--- src/rtl/i2c_sclt_pkg.sv ---
package i2c_sclt_pkg;

    localparam int NUM_PAIRS = 3;
    localparam int SPEED_LSB = 1;
    localparam int unsigned HOLD_NS = 300;

    typedef enum logic [1:0] {
        SPD_NONE = 2'd0,
        SPD_STD  = 2'd1,
        SPD_FAST = 2'd2,
        SPD_HIGH = 2'd3
    } speed_e;

    localparam logic [1:0] REG_CTRL = 2'd0;
    localparam logic [1:0] REG_HIGH = 2'd1;
    localparam logic [1:0] REG_LOW  = 2'd2;
    localparam logic [1:0] REG_HOLD = 2'd3;

    typedef enum logic [1:0] {
        PH_IDLE,
        PH_LOW,
        PH_WAIT,
        PH_HIGH
    } phase_e;

    // pair index 0 standard, 1 fast, 2 high speed / fast-plus
    function automatic int unsigned min_high_ns(int idx);
        case (idx)
            0:       return 4000;
            1:       return 600;
            default: return 60;
        endcase
    endfunction

    function automatic int unsigned min_low_ns(int idx);
        case (idx)
            0:       return 4700;
            1:       return 1300;
            default: return 160;
        endcase
    endfunction

    function automatic int unsigned ns_to_clk(int unsigned mhz, int unsigned ns);
        return (mhz * ns) / 1000;
    endfunction

endpackage

--- src/rtl/i2c_sclt_regs.sv ---
module i2c_sclt_regs
    import i2c_sclt_pkg::*;
#(
    parameter int CNT_W   = 16,
    parameter int CLK_MHZ = 250
) (
    input  logic             clk,
    input  logic             rst_n,
    input  logic             we,
    input  logic [1:0]       addr,
    input  logic [CNT_W-1:0] wdata,
    output logic [1:0]       speed_o,
    output logic [CNT_W-1:0] high_o,
    output logic [CNT_W-1:0] low_o,
    output logic [CNT_W-1:0] hold_o
);

    typedef struct packed {
        logic [1:0]                      speed;
        logic [NUM_PAIRS-1:0][CNT_W-1:0] high;
        logic [NUM_PAIRS-1:0][CNT_W-1:0] low;
        logic [CNT_W-1:0]                hold;
    } cfg_t;

    function automatic cfg_t reset_cfg();
        cfg_t c;
        c.speed = SPD_FAST;
        for (int i = 0; i < NUM_PAIRS; i++) begin
            c.high[i] = CNT_W'(ns_to_clk(CLK_MHZ, min_high_ns(i)));
            c.low[i]  = CNT_W'(ns_to_clk(CLK_MHZ, min_low_ns(i)));
        end
        c.hold = CNT_W'(ns_to_clk(CLK_MHZ, HOLD_NS));
        return c;
    endfunction

    localparam cfg_t CFG_RST = reset_cfg();

    cfg_t cfg_d, cfg_q;
    logic [NUM_PAIRS-1:0] pair_hit;
    logic [1:0]           new_speed;
    logic                 data_nz;

    generate
        for (genvar gi = 0; gi < NUM_PAIRS; gi++) begin : g_pair
            assign pair_hit[gi] = (cfg_q.speed == 2'(gi + 1));
        end
    endgenerate

    assign new_speed = wdata[SPEED_LSB +: 2];
    assign data_nz   = (wdata != '0);

    always_comb begin
        cfg_d = cfg_q;
        if (we) begin
            case (addr)
                REG_CTRL: begin
                    if (new_speed != SPD_NONE) begin
                        cfg_d.speed = new_speed;
                    end
                end
                REG_HIGH: begin
                    for (int i = 0; i < NUM_PAIRS; i++) begin
                        if (pair_hit[i] && data_nz) begin
                            cfg_d.high[i] = wdata;
                        end
                    end
                end
                REG_LOW: begin
                    for (int i = 0; i < NUM_PAIRS; i++) begin
                        if (pair_hit[i] && data_nz) begin
                            cfg_d.low[i] = wdata;
                        end
                    end
                end
                default: begin
                    if (data_nz) begin
                        cfg_d.hold = wdata;
                    end
                end
            endcase
        end
    end

    always_ff @(posedge clk) begin
        if (!rst_n) begin
            cfg_q <= CFG_RST;
        end else begin
            cfg_q <= cfg_d;
        end
    end

    always_comb begin
        high_o = '0;
        low_o  = '0;
        for (int i = 0; i < NUM_PAIRS; i++) begin
            if (pair_hit[i]) begin
                high_o = cfg_q.high[i];
                low_o  = cfg_q.low[i];
            end
        end
    end

    assign speed_o = cfg_q.speed;
    assign hold_o  = cfg_q.hold;

endmodule

--- src/rtl/i2c_sclt_hold_clamp.sv ---
module i2c_sclt_hold_clamp #(
    parameter int CNT_W = 16
) (
    input  logic [CNT_W-1:0] hold_i,
    input  logic [CNT_W-1:0] low_i,
    output logic [CNT_W-1:0] hold_eff_o
);

    localparam logic [CNT_W-1:0] ONE = CNT_W'(1);

    always_comb begin
        if (low_i <= ONE + ONE) begin
            hold_eff_o = ONE;
        end else if (hold_i >= low_i) begin
            hold_eff_o = low_i - ONE;
        end else if (hold_i == '0) begin
            hold_eff_o = ONE;
        end else begin
            hold_eff_o = hold_i;
        end
    end

endmodule

--- src/rtl/i2c_sclt_phase.sv ---
module i2c_sclt_phase
    import i2c_sclt_pkg::*;
#(
    parameter int CNT_W = 16
) (
    input  logic             clk,
    input  logic             rst_n,
    input  logic             run,
    input  logic             scl_in,
    input  logic [CNT_W-1:0] high_cnt,
    input  logic [CNT_W-1:0] low_cnt,
    input  logic [CNT_W-1:0] hold_eff,
    output logic             drive_low_o,
    output logic             release_o,
    output logic             sda_change_o
);

    localparam logic [CNT_W-1:0] ONE = CNT_W'(1);

    typedef struct packed {
        phase_e           ph;
        logic [CNT_W-1:0] cnt;
        logic             drv;
        logic             rel;
        logic             sda;
    } st_t;

    st_t st_d, st_q;
    logic [CNT_W-1:0] cnt_inc;

    assign cnt_inc = st_q.cnt + ONE;

    always_comb begin
        st_d     = st_q;
        st_d.drv = 1'b0;
        st_d.rel = 1'b0;
        st_d.sda = 1'b0;
        case (st_q.ph)
            PH_IDLE: begin
                if (run) begin
                    st_d.ph  = PH_LOW;
                    st_d.cnt = '0;
                    st_d.drv = 1'b1;
                end
            end
            PH_LOW: begin
                st_d.cnt = cnt_inc;
                if (cnt_inc == hold_eff) begin
                    st_d.sda = 1'b1;
                end
                if (cnt_inc >= low_cnt) begin
                    st_d.ph  = PH_WAIT;
                    st_d.rel = 1'b1;
                end
            end
            PH_WAIT: begin
                if (scl_in) begin
                    st_d.ph  = PH_HIGH;
                    st_d.cnt = '0;
                end
            end
            default: begin
                st_d.cnt = cnt_inc;
                if (cnt_inc >= high_cnt) begin
                    st_d.cnt = '0;
                    if (run) begin
                        st_d.ph  = PH_LOW;
                        st_d.drv = 1'b1;
                    end else begin
                        st_d.ph = PH_IDLE;
                    end
                end
            end
        endcase
    end

    always_ff @(posedge clk) begin
        if (!rst_n) begin
            st_q <= '{ph: PH_IDLE, cnt: '0, drv: 1'b0, rel: 1'b0, sda: 1'b0};
        end else begin
            st_q <= st_d;
        end
    end

    assign drive_low_o  = st_q.drv;
    assign release_o    = st_q.rel;
    assign sda_change_o = st_q.sda;

endmodule

--- src/rtl/i2c_scl_timer.sv ---
module i2c_scl_timer #(
    parameter int CNT_W   = 16,
    parameter int CLK_MHZ = 250
) (
    input  logic             clk,
    input  logic             rst_n,
    input  logic             cfg_we,
    input  logic [1:0]       cfg_addr,
    input  logic [CNT_W-1:0] cfg_wdata,
    input  logic             run,
    input  logic             scl_in,
    output logic             scl_drive_low_o,
    output logic             scl_release_o,
    output logic             sda_change_o
);

    logic [1:0]       speed;
    logic [CNT_W-1:0] act_high;
    logic [CNT_W-1:0] act_low;
    logic [CNT_W-1:0] act_hold;
    logic [CNT_W-1:0] hold_eff;

    i2c_sclt_regs #(
        .CNT_W  (CNT_W),
        .CLK_MHZ(CLK_MHZ)
    ) regs_i (
        .clk    (clk),
        .rst_n  (rst_n),
        .we     (cfg_we),
        .addr   (cfg_addr),
        .wdata  (cfg_wdata),
        .speed_o(speed),
        .high_o (act_high),
        .low_o  (act_low),
        .hold_o (act_hold)
    );

    i2c_sclt_hold_clamp #(
        .CNT_W(CNT_W)
    ) clamp_i (
        .hold_i    (act_hold),
        .low_i     (act_low),
        .hold_eff_o(hold_eff)
    );

    i2c_sclt_phase #(
        .CNT_W(CNT_W)
    ) phase_i (
        .clk         (clk),
        .rst_n       (rst_n),
        .run         (run),
        .scl_in      (scl_in),
        .high_cnt    (act_high),
        .low_cnt     (act_low),
        .hold_eff    (hold_eff),
        .drive_low_o (scl_drive_low_o),
        .release_o   (scl_release_o),
        .sda_change_o(sda_change_o)
    );

endmodule

--- config.mk ---
export PLATFORM = sky130hd
export DESIGN_NAME = i2c_scl_timer
export DESIGN_NICKNAME = d
export VERILOG_FILES = /design/src/rtl/i2c_sclt_pkg.sv /design/src/rtl/i2c_sclt_regs.sv /design/src/rtl/i2c_sclt_hold_clamp.sv /design/src/rtl/i2c_sclt_phase.sv /design/src/rtl/i2c_scl_timer.sv
export SDC_FILE = /design/constraint.sdc
export NUM_CORES = 1
export LEC_CHECK = 0
export BUFFER_PORTS_ARGS = -buffer_cell sky130_fd_sc_hd__buf_2
export CAP_MARGIN = 20
export CORE_MARGIN = 2
export CORE_UTILIZATION = 30
export CTS_CLUSTER_SIZE = 25
export DETAILED_ROUTE_END_ITERATION = 16
export PLACE_DENSITY_LB_ADDON = 0.3
export REMOVE_ABC_BUFFERS = 1
export SLEW_MARGIN = 0
export SYNTH_ARGS = -nofsm -noshare
export SYNTH_HDL_FRONTEND = slang
export SYNTH_SLANG_ARGS = --single-unit
export TNS_END_PERCENT = 50
--- constraint.sdc ---
create_clock -name clk -period 9.4 [get_ports clk]
set_clock_uncertainty 0.05 [all_clocks]
set_input_delay 1.41 -clock clk [delete_from_list [all_inputs] [get_ports clk]]
set_output_delay 1.41 -clock clk [all_outputs]
set_load 0.005 [all_outputs]
==> summary.md, run 1 <==
| Metric | Value |
|---|---|
| Slew @ Worst Pin | ~1.1 ns |
| CP startpoint kind | flip-flop |
| Pins Over Slew Limit | 0 |
| Worst reg-to-reg path cell count | 14 |
| H-tree lvl count | 4 |
| FMAX | 0.2134 GHz |
| Antenna violation net count after detailed routing | 0 |
| Tot Pwr | 1.587 mW |
| Full die area | between 20000 and 30000 sq um |
| Initial antenna violation count | 0 |
| Largest net degree at the start of global routing | ~100 |
| Biggest area consumer among synthesized cells | dfxtp_1 |
| Hold Crit Class | flip-flop to flip-flop |
| Initial DRC Count | between 600 and 700 |
| Seq cells post-synth | ~140 |
| Top cells by area, synth | dfxtp_1 33%, nand2_1 8.6%, ha_1 7.9% |
| Clock sinks | about 140 |
| GRT overflow | 0 |
| Comb pwr share | between 10% and 20% |
| Switch Pwr | 0.4923 mW |
| Initial Utilization | ~30% |
| CP arrival | roughly 5.0 ns |
| Wirelength per Cell | 17.85 um |
| Sequential cell area fraction in the yosys report | approximately 33% |
| Die height | approximately 170 um |
| Post-layout minimum cycle time | 4.686 ns |
| Setup ws final | ~4.7 ns |
| RSZ-0062 raised after global routing | no |
| Crit path kind | flip-flop to flip-flop |
| Fraction of layout cells with a size suffix above 1 | a little under an eighth |
| Drt drc | 0 |
| Vias in the first global route | approximately 6500 |
| First-pass GRT wire length | ~37000 um |
| Clock slew at reported path FFs | around 0.070 ns |
| Switching share of power | 31.02% |
| Internal power | approximately 1.1 mW |
| Placement Setup Slack | 4.759 ns |
| TritonCTS Buffers | 17 |
| Mapped Area | about 8000 sq um |
| Count of final setup violators | 0 |
| Post-synth top area share | 32.94% |
| Nets | between 1000 and 1500 |
| Static Leakage | 3.915 nW |
| Reg2reg setup slack | between 4 and 5 ns |
| GP Congestion | ~0.93 |
| Cts hold-fix bufs | 0 |
| Final hold violation count | 0 |
| Worst-case clock buffer depth | 2 |
| Routed WL | between 20000 and 25000 um |
| Post-synthesis average cell area | around 8.5 sq um |
| Relative slew slack | between 20% and 30% |
| FF-to-FF End | phase_i.sda_change_o |
| Hold endpoint | regs_i.cfg_q[49] |
| FP Rows | 60 |
| Reg-to-reg critical path startpoint | regs_i.speed_o[1] |
| CP Max Fanout | 39 |
| Fraction of registers with async set/reset | 0% |
| Post-synth EDFFs | 0 |
| Tot GR Track Use | between 10% and 20% |
| Core Area | 26880 sq um |
| Setup_tns | 0 ns |
| Status | completed |
| Clock root cell | clkbuf_16 |
| Hold Crit Depth | 2 |
| Clock power frac | between 40% and 50% |
| Post-cts sizing count | 0 |
| Die W | roughly 170 um |
| Antenna diodes | 0 |
| Detailed Place HPWL | about 16000 um |
| Mapped Cells | 966 |
| # Post-CTS Setup Buffers | 0 |
| I/O Pins | 26 |
| Req. time, crit path | 9.70 ns |
| Drt first pass iters | 5 |
| Port-buffer cells | 25 |
| Via density | 5.203 |
| Netlist cell types | between 60 and 70 |
| Vias post-DR | 6785 |
| Layout overhead on the synthesized area | 11.48% |
| TritonCTS clock tree | yes |
| PD cells | around 170 nW/um^2 |
| Worst skew pair latency | 0.44 ns |
| Hold path startpoint | regs_i.cfg_q[49] |
| Max cap viols | 0 |
| Most used DFF post-synth | dfxtp_1 |
| Yosys warns | 0 |
| Max rail drop VDD | ~0.098 mV |
| Period utilization | between 40% and 50% |
| Seq pwr share | between 30% and 40% |
| Setup crit end kind | flip-flop |
stage by stage:
stage / instance area, sq um / cells / hold slack, ns / utilization, %
floorplan: 7909 / 900 / 0.3828 / -
global placement: 8511 / 1271 / 0.3945 / 31.67
detailed placement: 8511 / 1271 / 0.4057 / 31.67
CTS: 9133 / 1303 / 0.4169 / 33.98
global route: 9148 / 1304 / 0.4254 / 34.04
finish: 9148 / 1304 / 0.4131 / 34.04
critical path: stages, from the launching register on:
cell and delay [ns]:
dfxtp_2 0.33, buf_4 0.45, mux2_1 0.38, a22oi_1 0.49, ha_1 0.26, o2111ai_1 0.25, nor4_1 0.47, nand4_1 0.18
and2_1 0.29, nand2_4 0.26, mux2i_1 0.36, a31oi_1 0.12, o32ai_1 0.27, o32ai_1 0.17, nor4b_2 0.25
state kept, by name, summed over array words and instances, names as in the netlist:
name	cells
regs_i.cfg_q	96
phase_i.st_q	18
regs_i.hold_o	16
regs_i.speed_o	2
phase_i.drive_low_o	1
phase_i.release_o	1
phase_i.sda_change_o	1
cell usage after synthesis, types with 4 or more instances:
cell type  number
mux2_1          8
nand2_1       189
nor2b_1        40
ha_1           52
a22oi_1        23
nor2_1         20
inv_1          24
a21o_1         13
dfxtp_1       135
buf_6           6
o21ai_0        16
xor2_1         10
mux2_2         24
xnor2_1        20
nor3_1         11
nor4_1         12
and4_1          6
o22ai_1         7
nand4_1        12
and3_1         10
nand3_1        52
nand4b_1        4
a21boi_0       63
a21oi_1        26
a22o_1          6
mux2i_1        50
a31oi_1         4
a22oi_2         8
clkbuf_1       54
nor3b_1         4
power groups by stage:
stage          Combinational [mW]  Sequential [mW]  Clock [mW]
5_1_grt                     0.302            0.602       0.751
3_5_place_dp                0.271            0.613           0
6_report                    0.273            0.600       0.714
4_1_cts                     0.272            0.600       0.726
2_1_floorplan               0.182            0.611           0
3_3_place_gp                0.270            0.612           0
layout make-up:
cell class                      instances  area [sq um]
Clock inverter                         15         196.4
Clock buffer                           17         425.4
Multi-Input combinational cell        740          5120
Timing Repair Buffer                   31         180.2
Inverter                               25         93.84
Sequential cell                       135          2705
Tap cell                              341         426.7
Fill cell                            2781         17730
layout by cell type (no fill, tap or decap), types with 6 or more instances in the layout:
cell	instances
nand2_1	189
dfxtp_1	133
a21boi_0	63
nand3_1	52
ha_1	52
mux2i_1	50
nor2b_1	39
a21oi_1	26
mux2_2	24
inv_1	24
buf_2	24
a22oi_1	23
nor2_1	20
xnor2_1	20
clkbuf_16	17
o21ai_0	16
a21o_1	13
nand4_1	12
nor4_1	12
nor3_1	11
and3_1	10
xor2_1	10
a22oi_2	8
mux2_1	8
o22ai_1	7
and4_1	6
a22o_1	6
inv_8	6
buf_4	6
cells by family (layout without fill, tap and decap cells):
group                    count (synthesis)  after routing  synth area share, %
XOR/XNOR                                30             30                3.202
multiplexers                            85             85                11.04
AND/OR/NAND/NOR                        380            380                22.72
AO/OA/AOI/OAI                          193            193                17.41
flip-flops                             135            135                32.94
buffers and inverters                   91             88                4.757
adder cells (fa/ha/maj)                 52             52                7.929
routing by layer:
metal	global-route usage (%)	share of wire, %	up-vias
met5	0	0	-
met4	3.790	1.2	0
met3	3.078	4.0	20
met2	25.25	44	139
met1	24.57	51	3224
li1	-	-	3402
how the worst max path moves through the flow:
stage | cells past startpoint | from | end | slack [ns]
finish | 14 | regs_i.speed_o[1] | phase_i.sda_change_o | 4.71
global route | 14 | regs_i.speed_o[1] | phase_i.sda_change_o | 4.44
CTS | 14 | regs_i.speed_o[1] | phase_i.sda_change_o | 4.74
detailed placement | 14 | regs_i.speed_o[1] | phase_i.sda_change_o | 4.76
global placement | 14 | regs_i.speed_o[1] | phase_i.sda_change_o | 4.74
floorplan | 13 | regs_i.speed_o[1] | phase_i.sda_change_o | 3.67
No activity file was read; power rests on OpenSTA's default activity.
==> run 2, diff against run 1 <==
Clock period 9.4 ns to 4.47 ns, I/O delays scaled along.
==> summary.md, run 2 (synthesis results as in run 1) <==
| Metric | Value |
|---|---|
| Slew @ Worst Pin | roughly 0.94 ns |
| Vias in the first global route | between 6000 and 7000 |
| Max rail drop VDD | 0.2051 mV |
| Initial antenna violation count | 0 |
| Wirelength per Cell | between 15 and 20 um |
| Core Area | approximately 27000 sq um |
| Crit path kind | flip-flop to flip-flop |
| Req. time, crit path | between 4 and 5 ns |
| Drt drc | 0 |
| Max cap viols | 0 |
| Final cell count without fillers | 1317 |
| Count of final setup violators | 0 |
| Reg-to-reg critical path startpoint | phase_i.st_q[3] |
| Relative slew slack | a little under two fifths |
| Setup_tns | 0 ns |
| GRT overflow | 0 |
| TritonCTS clock tree | yes |
| CP max stage cell | dfxtp_1 |
| FP Rows | 60 |
| Initial Utilization | between 30% and 40% |
| Hold path startpoint | regs_i.cfg_q[94] |
| Via density | around 5.3 |
| Worst-case clock buffer depth | 2 |
| Static Leakage | ~4 nW |
| I/O Pins | 26 |
| Nets | between 1000 and 1500 |
| Hold Crit Depth | 2 |
| Inst Count DP | about 1300 |
| Most used cell, CP | nand3_1 |
| PD cells | about 340 nW/um^2 |
| Drt first pass iters | 6 |
| Full die area | about 29000 sq um |
| Antenna violation net count after detailed routing | 0 |
| Final hold violation count | 0 |
| H-tree lvl count | 4 |
| Largest net degree at the start of global routing | between 100 and 150 |
| Initial DRC Count | between 500 and 600 |
| Hold endpoint | regs_i.cfg_q[94] |
| CP arrival | around 4.3 ns |
| Status | completed |
| TritonCTS Buffers | 17 |
| Pins Over Slew Limit | 0 |
| Worst reg-to-reg path cell count | 16 |
| CP startpoint kind | flip-flop |
| Clock slew at reported path FFs | 0.06 ns |
| Die height | roughly 170 um |
| GP Congestion | approximately 0.9 |
| Worst hold slack | a little over 0.4 ns |
| Critical-path cell list | ha_1 -> and4_1 -> nand3_1 -> inv_1 -> nand3_1 -> xnor2_2 -> ha_1 -> and4_1 -> nand3_1 -> nor2_1 -> o21ai_0 -> a31oi_1 -> nor3b_1 -> a211oi_2 -> mux2i_1 -> nor2b_1 |
| First-pass GRT wire length | 38090 um |
| CP max stage delay | 0.54 ns |
| Tot GR Track Use | ~17% |
| Most flops, register | regs_i.cfg_q |
| CP Max Fanout | 9 |
| Max reg flops | 96 |
| Commonest cells after routing, fill and taps aside | 189 x nand2_1, 133 x dfxtp_1, 63 x a21boi_0, 52 x nand3_1, 52 x ha_1 |
| Period utilization | about nine tenths |
| Layout overhead on the synthesized area | 11.68% |
| FF-to-FF End | phase_i.st_q[20] |
| Clock sinks | about 140 |
| Port-buffer cells | 25 |
| Clock root cell | clkbuf_16 |
| Detailed Place HPWL | 16630 um |
| Fraction of layout cells with a size suffix above 1 | between 10% and 20% |
| Worst skew pair latency | 0.43 ns |
| Crit path max-delay family | simple AND/OR/NAND/NOR gates |
| Commonest non-fill, non-tap cell in the layout | nand2_1 |
| Die W | 169.4 um |
| Vias post-DR | 6932 |
| Setup crit end kind | flip-flop |
| Post-layout minimum cycle time | roughly 4.0 ns |
| RSZ-0062 raised after global routing | no |
| Hold Crit Class | flip-flop to flip-flop |
| FMAX | between 0.2 and 0.25 GHz |
| WP buf/inv | 1 |
| Reg2reg setup slack | about 0.44 ns |
| Routed WL | ~24000 um |
-- run 2: changes by cell type in the layout (fill, tap and decap cells not counted), moves of 2 or more --
cell	previous run	this run
clkinvlp_4	0	4
buf_4	6	19
clkinv_4	2	4
clkbuf_1	0	3
bufinv_16	2	0
inv_8	6	0
-- run 2: repair_timing --
action                                  in CTS  in global routing
gates resized for setup                      0                  4
hold buffers                                 0                  0
endpoints found under the setup margin       0                  7
setup buffers                                0                  0
-- run 2: final cells by class --
cell class / instances / area (sq um)
Clock inverter: 12 / 96.34
Fill cell: 2783 / 17710
Multi-Input combinational cell: 740 / 5140
Timing Repair Buffer: 43 / 262.8
Inverter: 25 / 93.84
Antenna cell: 1 / 2.502
Sequential cell: 135 / 2705
Clock buffer: 20 / 436.7
Tap cell: 341 / 426.7
-- run 2: how the worst max path moves through the flow --
| stage | startpoint | to | slack [ns] | depth (start not counted) |
|---|---|---|---|---|
| final | phase_i.st_q[3] | phase_i.st_q[20] | 0.44 | 16 |
| after global routing | phase_i.st_q[3] | phase_i.st_q[13] | 0.10 | 16 |
| after CTS | phase_i.st_q[3] | phase_i.st_q[19] | 0.10 | 16 |
| after detailed placement | phase_i.st_q[3] | phase_i.st_q[19] | 0.12 | 16 |
| after global placement | phase_i.st_q[3] | phase_i.st_q[19] | 0.24 | 16 |
| after floorplan | regs_i.speed_o[1] | phase_i.sda_change_o | -1.26 | 13 |
-- run 2: report_power, final --
| group | internal (mW) | switching (mW) |
|---|---|---|
| Clock | 0.716 | 0.580 |
| Combinational | 0.220 | 0.366 |
| Sequential | 1.23 | 0.0305 |
-- run 2: worst min-delay path, delay by kind of cell (launching register included) --
kind	cells	cell delay [ns]
AND/OR/NAND/NOR	1	0.05
flip-flops	1	0.31
AO/OA/AOI/OAI	1	0.06
-- run 2: through the flow --
stage	util [%]	area (sq um)	setup WS, ns	power, mW
3_5_place_dp	32.03	8608	0.1180	1.865
3_3_place_gp	32.03	8608	0.2441	1.863
5_1_grt	34.09	9161	0.1016	3.300
2_1_floorplan	-	7909	-1.261	1.667
4_1_cts	34.01	9141	0.1010	3.168
6_report	34.10	9164	0.4382	3.146
-- run 2: routing by layer --
layer	vias up	GRT usage, %	share of wire [%]
li1	3431	-	-
met1	3328	24.54	50
met2	152	26.05	44
met3	21	2.845	3.9
met4	0	4.868	1.4
met5	-	0	0
